<file path="src/rtl/bio_pkg.sv">
`timescale 1ns/1ps
package bio_pkg;
    typedef enum logic {
        ST_IDLE   = 1'b0,
        ST_ACCESS = 1'b1
    } bus_st_e;

    localparam logic [11:0] OFS_LAMP  = 12'h000;
    localparam logic [11:0] OFS_KEYS  = 12'h008;
    localparam logic [11:0] OFS_SEC   = 12'h010;
    localparam logic [11:0] OFS_CENTI = 12'h014;
    localparam logic [11:0] OFS_CYC   = 12'h018;
    localparam logic [11:0] OFS_DIVV  = 12'h01C;
    localparam logic [11:0] OFS_DCNT  = 12'h020;
    localparam logic [11:0] OFS_CTRL  = 12'h04C;
endpackage

</file>
<file path="src/rtl/bio_sync.sv">
`timescale 1ns/1ps
module bio_sync #(
    parameter int W = 2
) (
    input  logic         clk,
    input  logic         rst_n,
    input  logic [W-1:0] d_i,
    output logic [W-1:0] q_o
);
    logic [W-1:0] meta_q;

    always_ff @(posedge clk) begin
        if (!rst_n) begin
            meta_q <= '0;
            q_o    <= '0;
        end else begin
            meta_q <= d_i;
            q_o    <= meta_q;
        end
    end
endmodule

</file>
<file path="src/rtl/bio_tick_div.sv">
`timescale 1ns/1ps
module bio_tick_div #(
    parameter int DIV = 100
) (
    input  logic clk,
    input  logic rst_n,
    output logic pulse_o
);
    localparam int CW = $clog2((DIV > 1) ? DIV : 2);

    logic [CW-1:0] cnt_q;

    assign pulse_o = (cnt_q == CW'(DIV - 1));

    always_ff @(posedge clk) begin
        if (!rst_n)       cnt_q <= '0;
        else if (pulse_o) cnt_q <= '0;
        else              cnt_q <= cnt_q + 1'b1;
    end

    generate
        if (DIV > 1) begin : g_chk
            // an enable pulse never lasts two cycles when dividing
            p_single_pulse_r6: assert property (@(posedge clk) disable iff (!rst_n)
                pulse_o |=> !pulse_o);
        end
    endgenerate
endmodule

</file>
<file path="src/rtl/bio_prescaler.sv">
`timescale 1ns/1ps
module bio_prescaler #(
    parameter int W = 32
) (
    input  logic         clk,
    input  logic         rst_n,
    input  logic         ref_tick_i,
    input  logic         restart_i,
    input  logic [W-1:0] limit_i,
    output logic         tick_o
);
    logic [W-1:0] cnt_q;

    assign tick_o = ref_tick_i && !restart_i && (cnt_q == limit_i);

    always_ff @(posedge clk) begin
        if (!rst_n)         cnt_q <= '0;
        else if (restart_i) cnt_q <= '0;
        else if (ref_tick_i)
            cnt_q <= (cnt_q == limit_i) ? '0 : cnt_q + 1'b1;
    end

    // a write to the divide value restarts the phase
    p_restart_clears_r7: assert property (@(posedge clk) disable iff (!rst_n)
        restart_i |=> (cnt_q == '0));
endmodule

</file>
<file path="src/rtl/board_io_regs.sv">
`timescale 1ns/1ps
module board_io_regs #(
    parameter int CLK_HZ = 250_000_000,
    parameter int NBTN   = 2
) (
    input  logic            clk,
    input  logic            rst_n,
    input  logic            psel,
    input  logic            penable,
    input  logic            pwrite,
    input  logic [11:0]     paddr,
    input  logic [31:0]     pwdata,
    output logic [31:0]     prdata,
    input  logic            ref_tick,
    input  logic [NBTN-1:0] btn_i,
    output logic [1:0]      led_o
);
    import bio_pkg::*;

    localparam int DIV_SEC   = CLK_HZ;
    localparam int DIV_CENTI = CLK_HZ / 100;

    bus_st_e state_q, state_d;

    logic [1:0]      lamp_q;
    logic [31:0]     divv_q, ctrl_q;
    logic [31:0]     sec_q, centi_q, cyc_q, dcnt_q;
    logic [NBTN-1:0] keys_sync, keys_q;
    logic            sec_en, centi_en, dcnt_en;
    logic            setup_hit, wr_do, mapped;
    logic [31:0]     rd_mux;

    bio_sync #(.W(NBTN)) u_sync (
        .clk(clk), .rst_n(rst_n), .d_i(btn_i), .q_o(keys_sync));

    bio_tick_div #(.DIV(DIV_SEC)) u_div_sec (
        .clk(clk), .rst_n(rst_n), .pulse_o(sec_en));

    bio_tick_div #(.DIV(DIV_CENTI)) u_div_centi (
        .clk(clk), .rst_n(rst_n), .pulse_o(centi_en));

    bio_prescaler #(.W(32)) u_presc (
        .clk(clk), .rst_n(rst_n), .ref_tick_i(ref_tick),
        .restart_i(wr_do && (paddr == OFS_DIVV)),
        .limit_i(divv_q), .tick_o(dcnt_en));

    assign setup_hit = psel && !penable;
    assign wr_do     = (state_q == ST_ACCESS) && psel && penable && pwrite;
    assign mapped    = paddr inside {OFS_LAMP, OFS_KEYS, OFS_SEC, OFS_CENTI,
                                     OFS_CYC, OFS_DIVV, OFS_DCNT, OFS_CTRL};
    assign led_o     = lamp_q;

    // bus phase tracker: next state
    always_comb begin
        state_d = state_q;
        unique case (state_q)
            ST_IDLE:   if (setup_hit) state_d = ST_ACCESS;
            ST_ACCESS: if (!psel || penable) state_d = ST_IDLE;
        endcase
    end

    always_ff @(posedge clk) begin
        if (!rst_n) state_q <= ST_IDLE;
        else        state_q <= state_d;
    end

    always_comb begin
        unique case (paddr)
            OFS_LAMP:  rd_mux = {30'd0, lamp_q};
            OFS_KEYS:  rd_mux = 32'(keys_q);
            OFS_SEC:   rd_mux = sec_q;
            OFS_CENTI: rd_mux = centi_q;
            OFS_CYC:   rd_mux = cyc_q;
            OFS_DIVV:  rd_mux = divv_q;
            OFS_DCNT:  rd_mux = dcnt_q;
            OFS_CTRL:  rd_mux = ctrl_q;
            default:   rd_mux = 32'd0;
        endcase
    end

    // output process: read data captured at the setup edge
    always_ff @(posedge clk) begin
        if (!rst_n)                   prdata <= 32'd0;
        else if (setup_hit && !pwrite) prdata <= rd_mux;
    end

    // writable storage
    always_ff @(posedge clk) begin
        if (!rst_n) begin
            lamp_q <= 2'd0;
            divv_q <= 32'd0;
            ctrl_q <= 32'd0;
        end else if (wr_do) begin
            if (paddr == OFS_LAMP) lamp_q <= pwdata[1:0];
            if (paddr == OFS_DIVV) divv_q <= pwdata;
            if (paddr == OFS_CTRL) ctrl_q <= pwdata;
        end
    end

    // counters and button sample
    always_ff @(posedge clk) begin
        if (!rst_n) begin
            sec_q   <= 32'd0;
            centi_q <= 32'd0;
            cyc_q   <= 32'd0;
            dcnt_q  <= 32'd0;
            keys_q  <= '0;
        end else begin
            cyc_q  <= cyc_q + 32'd1;
            keys_q <= keys_sync;
            if (sec_en)   sec_q   <= sec_q + 32'd1;
            if (centi_en) centi_q <= centi_q + 32'd1;
            if (dcnt_en)  dcnt_q  <= dcnt_q + 32'd1;
        end
    end

    // committed LED write appears on the pins next cycle
    p_led_write_r2: assert property (@(posedge clk) disable iff (!rst_n)
        (wr_do && paddr == OFS_LAMP) |=> (led_o == $past(pwdata[1:0])));

    // control word holds unless written there
    p_ctrl_hold_r3: assert property (@(posedge clk) disable iff (!rst_n)
        !(wr_do && paddr == OFS_CTRL) |=> $stable(ctrl_q));

    // cycle counter steps by one regardless of bus writes
    p_cyc_step_r5: assert property (@(posedge clk) disable iff (!rst_n)
        rst_n |=> (cyc_q == $past(cyc_q) + 32'd1));

    // read setup at an unmapped offset yields zero data
    p_unmapped_zero_r9: assert property (@(posedge clk) disable iff (!rst_n)
        (setup_hit && !pwrite && !mapped) |=> (prdata == 32'd0));
endmodule

</file>
<file path="config.mk">
export PLATFORM = sky130hd
export DESIGN_NAME = board_io_regs
export DESIGN_NICKNAME = d
export VERILOG_FILES = /design/src/rtl/bio_pkg.sv /design/src/rtl/bio_sync.sv /design/src/rtl/bio_tick_div.sv /design/src/rtl/bio_prescaler.sv /design/src/rtl/board_io_regs.sv
export SDC_FILE = /design/constraint.sdc
export NUM_CORES = 1
export LEC_CHECK = 0
export BUFFER_PORTS_ARGS = -buffer_cell sky130_fd_sc_hd__buf_4
export CAP_MARGIN = 25
export CORE_MARGIN = 5
export CORE_UTILIZATION = 45
export CTS_CLUSTER_DIAMETER = 60
export DETAILED_ROUTE_END_ITERATION = 10
export SLEW_MARGIN = 10
export SYNTH_ARGS = -nofsm -noshare
export SYNTH_HDL_FRONTEND = slang
export SYNTH_SLANG_ARGS = --single-unit
export TNS_END_PERCENT = 30
</file>
<file path="constraint.sdc">
create_clock -name clk -period 2.8 [get_ports clk]
set_clock_uncertainty 0.1 [all_clocks]
set_input_delay 0.56 -clock clk [delete_from_list [all_inputs] [get_ports clk]]
set_output_delay 0.56 -clock clk [all_outputs]
set_load 0.05 [all_outputs]
</file>
==> results of run 1 <==
worst max-delay path, delay by kind of cell (launching register included):
family                 cells  cell delay [ps]
AO/OA/AOI/OAI              1              160
XOR/XNOR                   1              160
AND/OR/NAND/NOR            4             1180
flip-flops                 1              510
buffers and inverters      2              400
registers in the layout (all words and copies together) (netlist names):
register / cells
centi_q: 32
ctrl_q: 32
cyc_q: 32
dcnt_q: 32
divv_q: 32
keys_q: 2
led_o: 2
prdata: 32
sec_q: 32
state_q: 1
u_div_centi.cnt_q: 22
u_div_sec.cnt_q: 28
u_presc.cnt_q: 32
u_sync.meta_q: 2
u_sync.q_o: 2
path summary, 6_finish.rpt:
check / end / slack (ps)
setup reg to reg: dcnt_q[18] / 210
setup / recovery: dcnt_q[18] / 210
hold reg to reg: u_sync.q_o[1] / 320
hold / removal: state_q / 110
where the power goes:
part           internal [W]  leakage (nW)  switching [W]
Sequential          0.00450          2.54      0.0000190
Clock               0.00302         0.640        0.00194
Combinational      0.000120          2.59       0.000201
Total               0.00765          5.77        0.00216
layout by cell type (no fill, tap or decap), drive strengths merged, types with 20 or more instances in the layout:
master / n
mux2i: 28
nand4: 56
xnor2: 102
clkbuf: 53
nand3: 77
buf: 139
or3: 37
o21ai: 68
a22oi: 21
xor2: 79
nand2: 233
nor2: 223
and3: 32
nor3: 30
o2bb2ai: 20
a221oi: 21
a21oi: 117
inv: 33
dfxtp: 315
per-layer routing:
| metal | track usage (%) | vias to the layer above | share of wire [%] | routed length, um |
|---|---|---|---|---|
| met5 | 0 | - | 0 | 0 |
| met3 | 3.85 | 79 | 7.0 | 2980 |
| met4 | 7.85 | 0 | 3.5 | 1490 |
| met1 | 33.3 | 6011 | 45 | 19400 |
| li1 | - | 6195 | - | - |
| met2 | 35.2 | 423 | 44 | 18900 |
layout make-up:
| class | count | area (um2) |
|---|---|---|
| inverters | 32 | 125 |
| repair buffers | 139 | 1130 |
| well taps | 402 | 503 |
| clock inverters | 15 | 139 |
| fillers | 2970 | 14600 |
| flip-flops and latches | 315 | 6310 |
| multi-input cells | 1280 | 7730 |
| clock buffers | 53 | 1140 |
| diodes | 1 | 2.50 |
per-stage QoR:
stage               worst slack (ps)  utilization, %
finish                           209            53.8
CTS                              213            53.8
global route                    43.3            53.8
detailed placement               110            49.8
global placement                 174            49.8
floorplan                        386               -
kinds of logic after synthesis:
kind of cell | Yosys count | synth area share (%)
xor+xnor | 181 | 10.9
compound gates | 277 | 11.7
simple gates | 775 | 26.1
flops | 315 | 43.5
fa+ha+maj | 7 | 0.604
mux | 40 | 3.80
buf+inv | 124 | 3.39
==> flow_metrics.py, run 1 <==
metrics = {
    "outcome": {
        "run_status": "completed",
    },
    "pwr": {
        "power_w": 0.00980,
        "ir_worst_vdd_mv": 0.430,
        "leakagePower_nw": 5.77,
        "power.density_nw_per_um2": 574,
    },
    "setup_path": {
        "r2r-start": "divv_q[0]",
        "cp_cell_sequence": "xnor2_1, nand4_1, nor4_2, buf_4, nand4_1, buf_12, or4_1, a21oi_1",
        "crit_start": "divv_q[0]",
        "start_kind": "flip-flop",
        "reg2regPathDepth": 8,
        "required_ps": 3160,
        "end_kind": "flip-flop",
        "max_stage_delay_ps": 510,
        "critPathMaxFanout": 28,
        "cp_slowest_cell": "dfxtp_1",
        "critPathKind": "flip-flop to flip-flop",
        "cp.arrival_ps": 2950,
        "cp_common_cell": "nand4_1",
    },
    "global_route": {
        "grt_pass1_vias": 11500,
        "grt_pass1_wl_um": 66300,
        "antenna_found_initial": 0,
        "grt.total_usage_pct": 23.1,
        "overflow": 0,
        "grt_start_max_net_pins": 106,
    },
    "clocking": {
        "cts_tree": "yes",
        "clk_latency_ps": 540,
        "clk_pin_slew_ps": 60,
        "cts_hold_buf": 0,
        "clock_sinks": 315,
        "cts_resized": 0,
        "numCtsBuffers": 37,
        "clockBufferDepth": 3,
        "post_cts_buffers": 0,
        "cts.root.buffer_cell": "clkbuf_16",
        "cts_max_level": 2,
    },
    "yosys": {
        "synthesis.instances": 1719,
        "yosysTopAreaCell": "dfxtp_1",
        "synthesis.nets": 1778,
        "synthArstFlopShare_pct": 0,
        "synthTopCellsByArea": "dfxtp_1, xnor2_1, nand2_1",
        "syn_area_per_cell_um2": 8.44,
        "yosysMostFrequentCell": "dfxtp_1",
        "yosysTopAreaCellShare_pct": 43.5,
        "synth_cell_types": 54,
        "yosys_warnings": 0,
        "synthTopCellsByCount": "dfxtp_1, nand2_1, nor2_1, a21oi_1, xnor2_1",
        "syn_area_um2": 14500,
        "yosys_register_bits": 315,
        "synth-seq-area-share_pct": 43.5,
        "synth-main-ff-cell": "dfxtp_1",
        "synth_edf_count": 0,
    },
    "floorplan": {
        "die_h_um": 190,
        "dieWidth_um": 190,
        "rows": 65,
        "core_area_um2": 31700,
        "start_util_pct": 45.7,
        "die-area_um2": 35900,
        "num_io_pins": 86,
    },
    "worst_hold_path": {
        "worstHoldStart": "penable",
        "hp-class": "primary input to flip-flop",
        "holdPathStages": 2,
    },
    "detailed_routing": {
        "drt-initial-drc-count": 1013,
        "num_vias": 12700,
        "ant_nets": 0,
        "dr.pass1.iters": 7,
        "drt-total-wl_um": 42800,
        "via_per_inst": 5.68,
        "wl_per_cell_um": 19.1,
        "drcViolationCount": 0,
    },
    "layout": {
        "postLayoutCellArea_um2": 17100,
        "final_nets": 1864,
        "instances_no_fill": 2237,
        "drive_gt1_share_pct": 13.1,
        "synthToLayoutAreaGrowth_pct": 17.7,
    },
    "timing": {
        "setup_viol": 0,
        "maxSlewHeadroom_pct": 56.7,
        "timing.fmax_mhz": 386,
        "finalHoldViolCount": 0,
        "drv_slew": 0,
        "tns_ps": 0,
        "whs_ps": 113,
        "min_period_ps": 2590,
        "post-route-period-util_pct": 92.6,
        "worstMarginPinSlew_ps": 644,
        "rsz0062_at_grt": "false",
    },
    "placement": {
        "numPlacedInstances": 2168,
        "place_area_um2": 15800,
        "dp_hpwl_um": 31500,
        "io_buffers": 85,
        "gp_congestion": 0.892,
    },
    "flow_run": {
        "maxCapViolCount": 0,
    },
}
Note: power is estimated with default switching activity, not from simulation.
==> inputs of run 2 (changes only) <==
Settings changed: ABC_AREA from default to 1.
==> run 2 against run 1 <==
Global-route usage is 4.4 points higher. Register-to-register slack better by 300 ps. Routed wire length is 46% higher. Setup slack better by 300 ps. First-iteration DRC count is 65% higher. Maximum frequency is 13% higher. Combinational power is 26% higher. Worst hold slack worse by 34 ps. Final cell count is 55% higher. Largest cell class unchanged.
==> flow_metrics.py, run 2 <==
metrics = {
    "setup_path": {
        "start_kind": "flip-flop",
        "critPathKind": "flip-flop to flip-flop",
        "reg2regPathDepth": 11,
        "critPathMaxFanout": 10,
        "cp.arrival_ps": 2640,
        "end_kind": "flip-flop",
        "reg2reg_slack_ps": 510,
        "crit_start": "u_div_sec.cnt_q[0]",
        "required_ps": 3150,
        "rr_endpoint": "u_div_sec.cnt_q[2]",
        "r2r-start": "u_div_sec.cnt_q[0]",
    },
    "clocking": {
        "cts_hold_buf": 0,
        "cts_resized": 0,
        "cts_max_level": 2,
        "clockBufferDepth": 3,
        "numCtsBuffers": 41,
        "clock_sinks": 315,
        "cts_tree": "yes",
        "cts.root.buffer_cell": "clkbuf_16",
        "clk_latency_ps": 570,
        "post_cts_buffers": 0,
        "clk_pin_slew_ps": 60,
    },
    "detailed_routing": {
        "via_per_inst": 5.36,
        "wl_per_cell_um": 17.9,
        "drcViolationCount": 0,
        "dr.pass1.iters": 5,
        "drt-initial-drc-count": 1671,
        "drt-total-wl_um": 62200,
        "num_vias": 18600,
        "ant_nets": 0,
    },
    "global_route": {
        "grtUsageMet3_pct": 4.60,
        "met2_usage_pct": 42.0,
        "grt_pass1_wl_um": 97000,
        "met1_usage_pct": 40.1,
        "busiest_layer": "met2",
        "antenna_found_initial": 0,
        "grt_start_max_net_pins": 79,
        "grt_pass1_vias": 17100,
        "grt.total_usage_pct": 27.5,
        "overflow": 0,
    },
    "placement": {
        "dp_hpwl_um": 47300,
        "gp_congestion": 0.977,
        "post-place-ws_ps": 305,
        "io_buffers": 85,
        "place_area_um2": 19300,
    },
    "layout": {
        "final_nets": 2978,
        "postLayoutCellArea_um2": 20700,
        "layout_common_cells": "nand2_1, inv_1, nor2_1",
        "synthToLayoutAreaGrowth_pct": 15.5,
        "final_common_cell": "nand2_1",
        "drive_gt1_share_pct": 8.34,
        "diodes": 0,
    },
    "timing": {
        "finalHoldViolCount": 0,
        "setup_ws_ps": 510,
        "rsz0062_at_grt": "false",
        "whs_ps": 79.2,
        "tns_ps": 0,
        "min_period_ps": 2290,
        "timing.fmax_mhz": 437,
        "drv_slew": 0,
        "setup_viol": 0,
        "worstMarginPinSlew_ps": 596,
        "post-route-period-util_pct": 81.8,
        "maxSlewHeadroom_pct": 60.2,
    },
    "pwr": {
        "leakagePower_nw": 7.92,
        "ir_worst_vdd_mv": 0.454,
        "power.share.clock_pct": 52.8,
        "power.density_nw_per_um2": 505,
        "comb_power_share_pct": 3.9,
        "power_w": 0.0104,
        "swShare_pct": 23.5,
        "intPower_w": 0.00799,
        "power_frac_seq_pct": 43.3,
        "power_switching_w": 0.00245,
    },
    "floorplan": {
        "rows": 73,
        "die_h_um": 209,
        "core_area_um2": 39500,
        "start_util_pct": 45.3,
        "num_io_pins": 86,
        "die-area_um2": 43900,
        "dieWidth_um": 209,
    },
    "worst_hold_path": {
        "worstHoldStart": "penable",
        "holdPathStages": 2,
        "hold_end": "state_q",
        "hp-class": "primary input to flip-flop",
    },
    "yosys": {
        "yosys_register_bits": 315,
        "synthTopCellsByArea": "dfxtp_1, nand2_1, inv_1",
        "synth_cell_types": 44,
        "yosys_warnings": 0,
        "synthesis.instances": 2851,
        "synthTopCellsByCount": "nand2_1, inv_1, nor2_1, dfxtp_1, nand3_1",
        "synth-seq-area-share_pct": 35.2,
        "yosysMostFrequentCell": "nand2_1",
        "synth-main-ff-cell": "dfxtp_1",
        "synth_edf_count": 0,
        "syn_area_per_cell_um2": 6.28,
        "yosysTopAreaCellShare_pct": 35.2,
        "synthArstFlopShare_pct": 0,
        "syn_area_um2": 17900,
        "synthesis.nets": 2910,
        "yosysTopAreaCell": "dfxtp_1",
    },
    "outcome": {
        "run_status": "completed",
    },
    "flow_run": {
        "maxCapViolCount": 0,
    },
}
-- run 2: per-stage QoR --
step | utilization [%] | cells
floorplan | - | 2851
global placement | 48.7 | 3401
detailed placement | 48.7 | 3401
CTS | 52.3 | 3476
global route | 52.3 | 3476
finish | 52.3 | 3476
-- run 2: final cells by class --
type	instances	area [um2]
clock inverter	20	238
inverter	347	1310
timing repair buffer	131	1160
sequential	315	6310
clock buffer	55	1180
tap	525	657
fill	4050	18900
multi-input combinational	2083	9830
-- run 2: how the worst max path moves through the flow --
stage | endpoint | slack, ps | cells after the start
after global placement | prdata[2] | 360 | 11
after floorplan | ctrl_q[23] | 880 | 7
after detailed placement | prdata[31] | 310 | 11
after global routing | u_div_sec.cnt_q[2] | 280 | 11
final | u_div_sec.cnt_q[2] | 510 | 11
after CTS | u_div_sec.cnt_q[2] | 490 | 11
-- run 2: kinds of logic (layout without fill, tap and decap cells) --
logic type | count (synthesis) | in the layout | synth area share, %
AOI/OAI and AO/OA | 377 | 377 | 10.6
xor gates and xnor gates | 106 | 106 | 5.19
adders and majority gates | 7 | 7 | 0.489
buffers and inverters | 453 | 553 | 9.95
DFF | 315 | 315 | 35.2
and+or+nand+nor | 1593 | 1593 | 38.5
-- run 2: worst max-delay path, cell delays in order, from the launching register on --
cell and delay (ps):
dfxtp_1 370, ha_1 210, nand2_1 110, nor2_4 210
nand2_1 170, inv_2 120, nand4_1 120, inv_1 80
nand2_1 60, nand2_1 320, buf_4 240, nor3b_1 60
-- run 2: power by group through the flow --
stage,clock network (W),registers (W),logic (W)
after global placement,0,0.00462,0.000398
after floorplan,0,0.00461,0.000213
after CTS,0.00562,0.00452,0.000402
final,0.00552,0.00452,0.000405
after global routing,0.00582,0.00452,0.000439
after detailed placement,0,0.00462,0.000400
-- run 2: metal layers --
| metal | part of all wire, % | routed length, um |
|---|---|---|
| met5 | 0 | 0 |
| met4 | 3.0 | 1890 |
| met1 | 46 | 28400 |
| met2 | 43 | 26700 |
| met3 | 8.4 | 5220 |
==> inputs of run 3 (changes only) <==
Settings changed: ABC_AREA 1 to 0.
Clock period 2.8 ns to 2.3 ns, I/O delays scaled along.
==> run 3 against run 2 <==
The run now ends with negative setup slack left. Core utilization rose by 7.9 points. Via count fell by 27%. Combinational power rose by 12%. Highest routed layer unchanged. Register-to-register slack got worse by 590 ps.
==> flow_metrics.py, run 3 (synthesis gave the netlist of run 1 again) <==
metrics = {
    "placement": {
        "gp_congestion": 0.903,
        "dp_hpwl_um": 33500,
        "io_buffers": 85,
    },
    "clocking": {
        "clock_sinks": 315,
        "clk_latency_ps": 530,
        "clk_pin_slew_ps": 60,
        "cts_max_level": 2,
        "cts.root.buffer_cell": "clkbuf_16",
        "cts_tree": "yes",
        "clockBufferDepth": 3,
        "numCtsBuffers": 39,
    },
    "timing": {
        "maxSlewHeadroom_pct": 59.3,
        "tns_ps": -397,
        "min_period_ps": 2380,
        "timing.fmax_mhz": 420,
        "finalHoldViolCount": 0,
        "post-route-period-util_pct": 103,
        "setup_viol": 11,
        "whs_ps": 43.8,
        "rsz0062_at_grt": "true",
        "setup_ws_ps": -79.4,
        "worstMarginPinSlew_ps": 606,
        "drv_slew": 0,
    },
    "flow_run": {
        "maxCapViolCount": 0,
    },
    "layout": {
        "drive_gt1_share_pct": 23.6,
        "diodes": 0,
        "final_nets": 2041,
        "synthToLayoutAreaGrowth_pct": 31.6,
        "layout_common_cells": "dfxtp_1, buf_4, nand2_1",
        "final_common_cell": "dfxtp_1",
        "fin_util_pct": 60.2,
    },
    "floorplan": {
        "start_util_pct": 45.7,
        "die_h_um": 190,
        "rows": 65,
        "dieWidth_um": 190,
        "num_io_pins": 86,
        "core_area_um2": 31700,
        "die-area_um2": 35900,
    },
    "setup_path": {
        "cp_cell_sequence": "xnor2_2, nand4_1, nor4_2, buf_4, nand4_1, buf_6, buf_12, or4_1, a21oi_2",
        "critPathMaxFanout": 6,
        "start_kind": "flip-flop",
        "end_kind": "flip-flop",
        "cp_common_cell": "nand4_1",
        "max_stage_delay_ps": 520,
        "cp_slowest_cell": "or4_1",
        "cp.arrival_ps": 2740,
        "required_ps": 2660,
        "critPathKind": "flip-flop to flip-flop",
        "crit_family": "simple AND/OR/NAND/NOR gates",
        "cp_num_buf_inv": 3,
    },
    "global_route": {
        "grt_pass1_vias": 12400,
        "grt.total_usage_pct": 24.5,
        "overflow": 0,
        "grt_pass1_wl_um": 70400,
        "antenna_found_initial": 0,
        "grt_start_max_net_pins": 100,
    },
    "detailed_routing": {
        "drcViolationCount": 0,
        "drt-total-wl_um": 46400,
        "via_per_inst": 5.62,
        "num_vias": 13600,
        "dr.pass1.iters": 10,
        "wl_per_cell_um": 19.2,
        "ant_nets": 0,
        "drt-initial-drc-count": 1408,
    },
    "worst_hold_path": {
        "hp-class": "primary input to flip-flop",
    },
    "pwr": {
        "power.density_nw_per_um2": 667,
        "ir_worst_vdd_mv": 0.389,
        "leakagePower_nw": 6.97,
    },
    "outcome": {
        "run_status": "complete, but fails checks",
        "violations": "negative setup slack",
    },
}
## run 3: final timing paths
kind	start	to	slack (ps)	cells past startpoint
worst max-delay path	u_presc.cnt_q[21]	dcnt_q[16]	-80	9
worst min-delay path	btn_i[1]	u_sync.meta_q[1]	40	2
worst max register to register	u_presc.cnt_q[21]	dcnt_q[16]	-80	9
worst min register to register	u_sync.meta_q[1]	u_sync.q_o[1]	340	1
## run 3: layout make-up
type                       instances  area [um2]
fill                            2801       12600
multi-input combinational       1280        8070
sequential                       315        6330
timing repair buffer             314        2640
clock buffer                      51        1080
tap                              402         503
clock inverter                    19         342
inverter                          32         125
## run 3: repair_timing
item | CTS | global route
pin swaps | 8 | 35
gates cloned | 1 | 5
endpoints found under the hold margin | 1 | 0
setup buffers | 3 | 9
hold buffers | 1 | 0
endpoints found under the setup margin | 35 | 54
resized for setup | 25 | 64
## run 3: where the power goes
part           internal [W]  switching [W]  total (W)
combinational      0.000183       0.000269   0.000453
sequential          0.00548      0.0000222    0.00551
clock               0.00434        0.00243    0.00677
total                0.0100        0.00273     0.0127
## run 3: per-stage QoR
| stage | instances | setup slack (ps) | area, um2 | total power (W) |
|---|---|---|---|---|
| final | 2413 | -79.4 | 19100 | 0.0127 |
| after global routing | 2413 | -159 | 19100 | 0.0131 |
| after CTS | 2400 | -33.3 | 18600 | 0.0128 |
| after detailed placement | 2325 | -316 | 17100 | 0.00606 |
| after floorplan | 1719 | 58.0 | 14500 | 0.00582 |
| after global placement | 2325 | -269 | 17100 | 0.00606 |
## run 3: metal layers
layer | track usage (%) | part of all wire [%] | vias up
met2 | 38.2 | 45 | 538
li1 | - | - | 6561
met3 | 3.45 | 7.8 | 87
met1 | 35.3 | 44 | 6383
met4 | 7.57 | 3.2 | 0
met5 | 0 | 0 | -
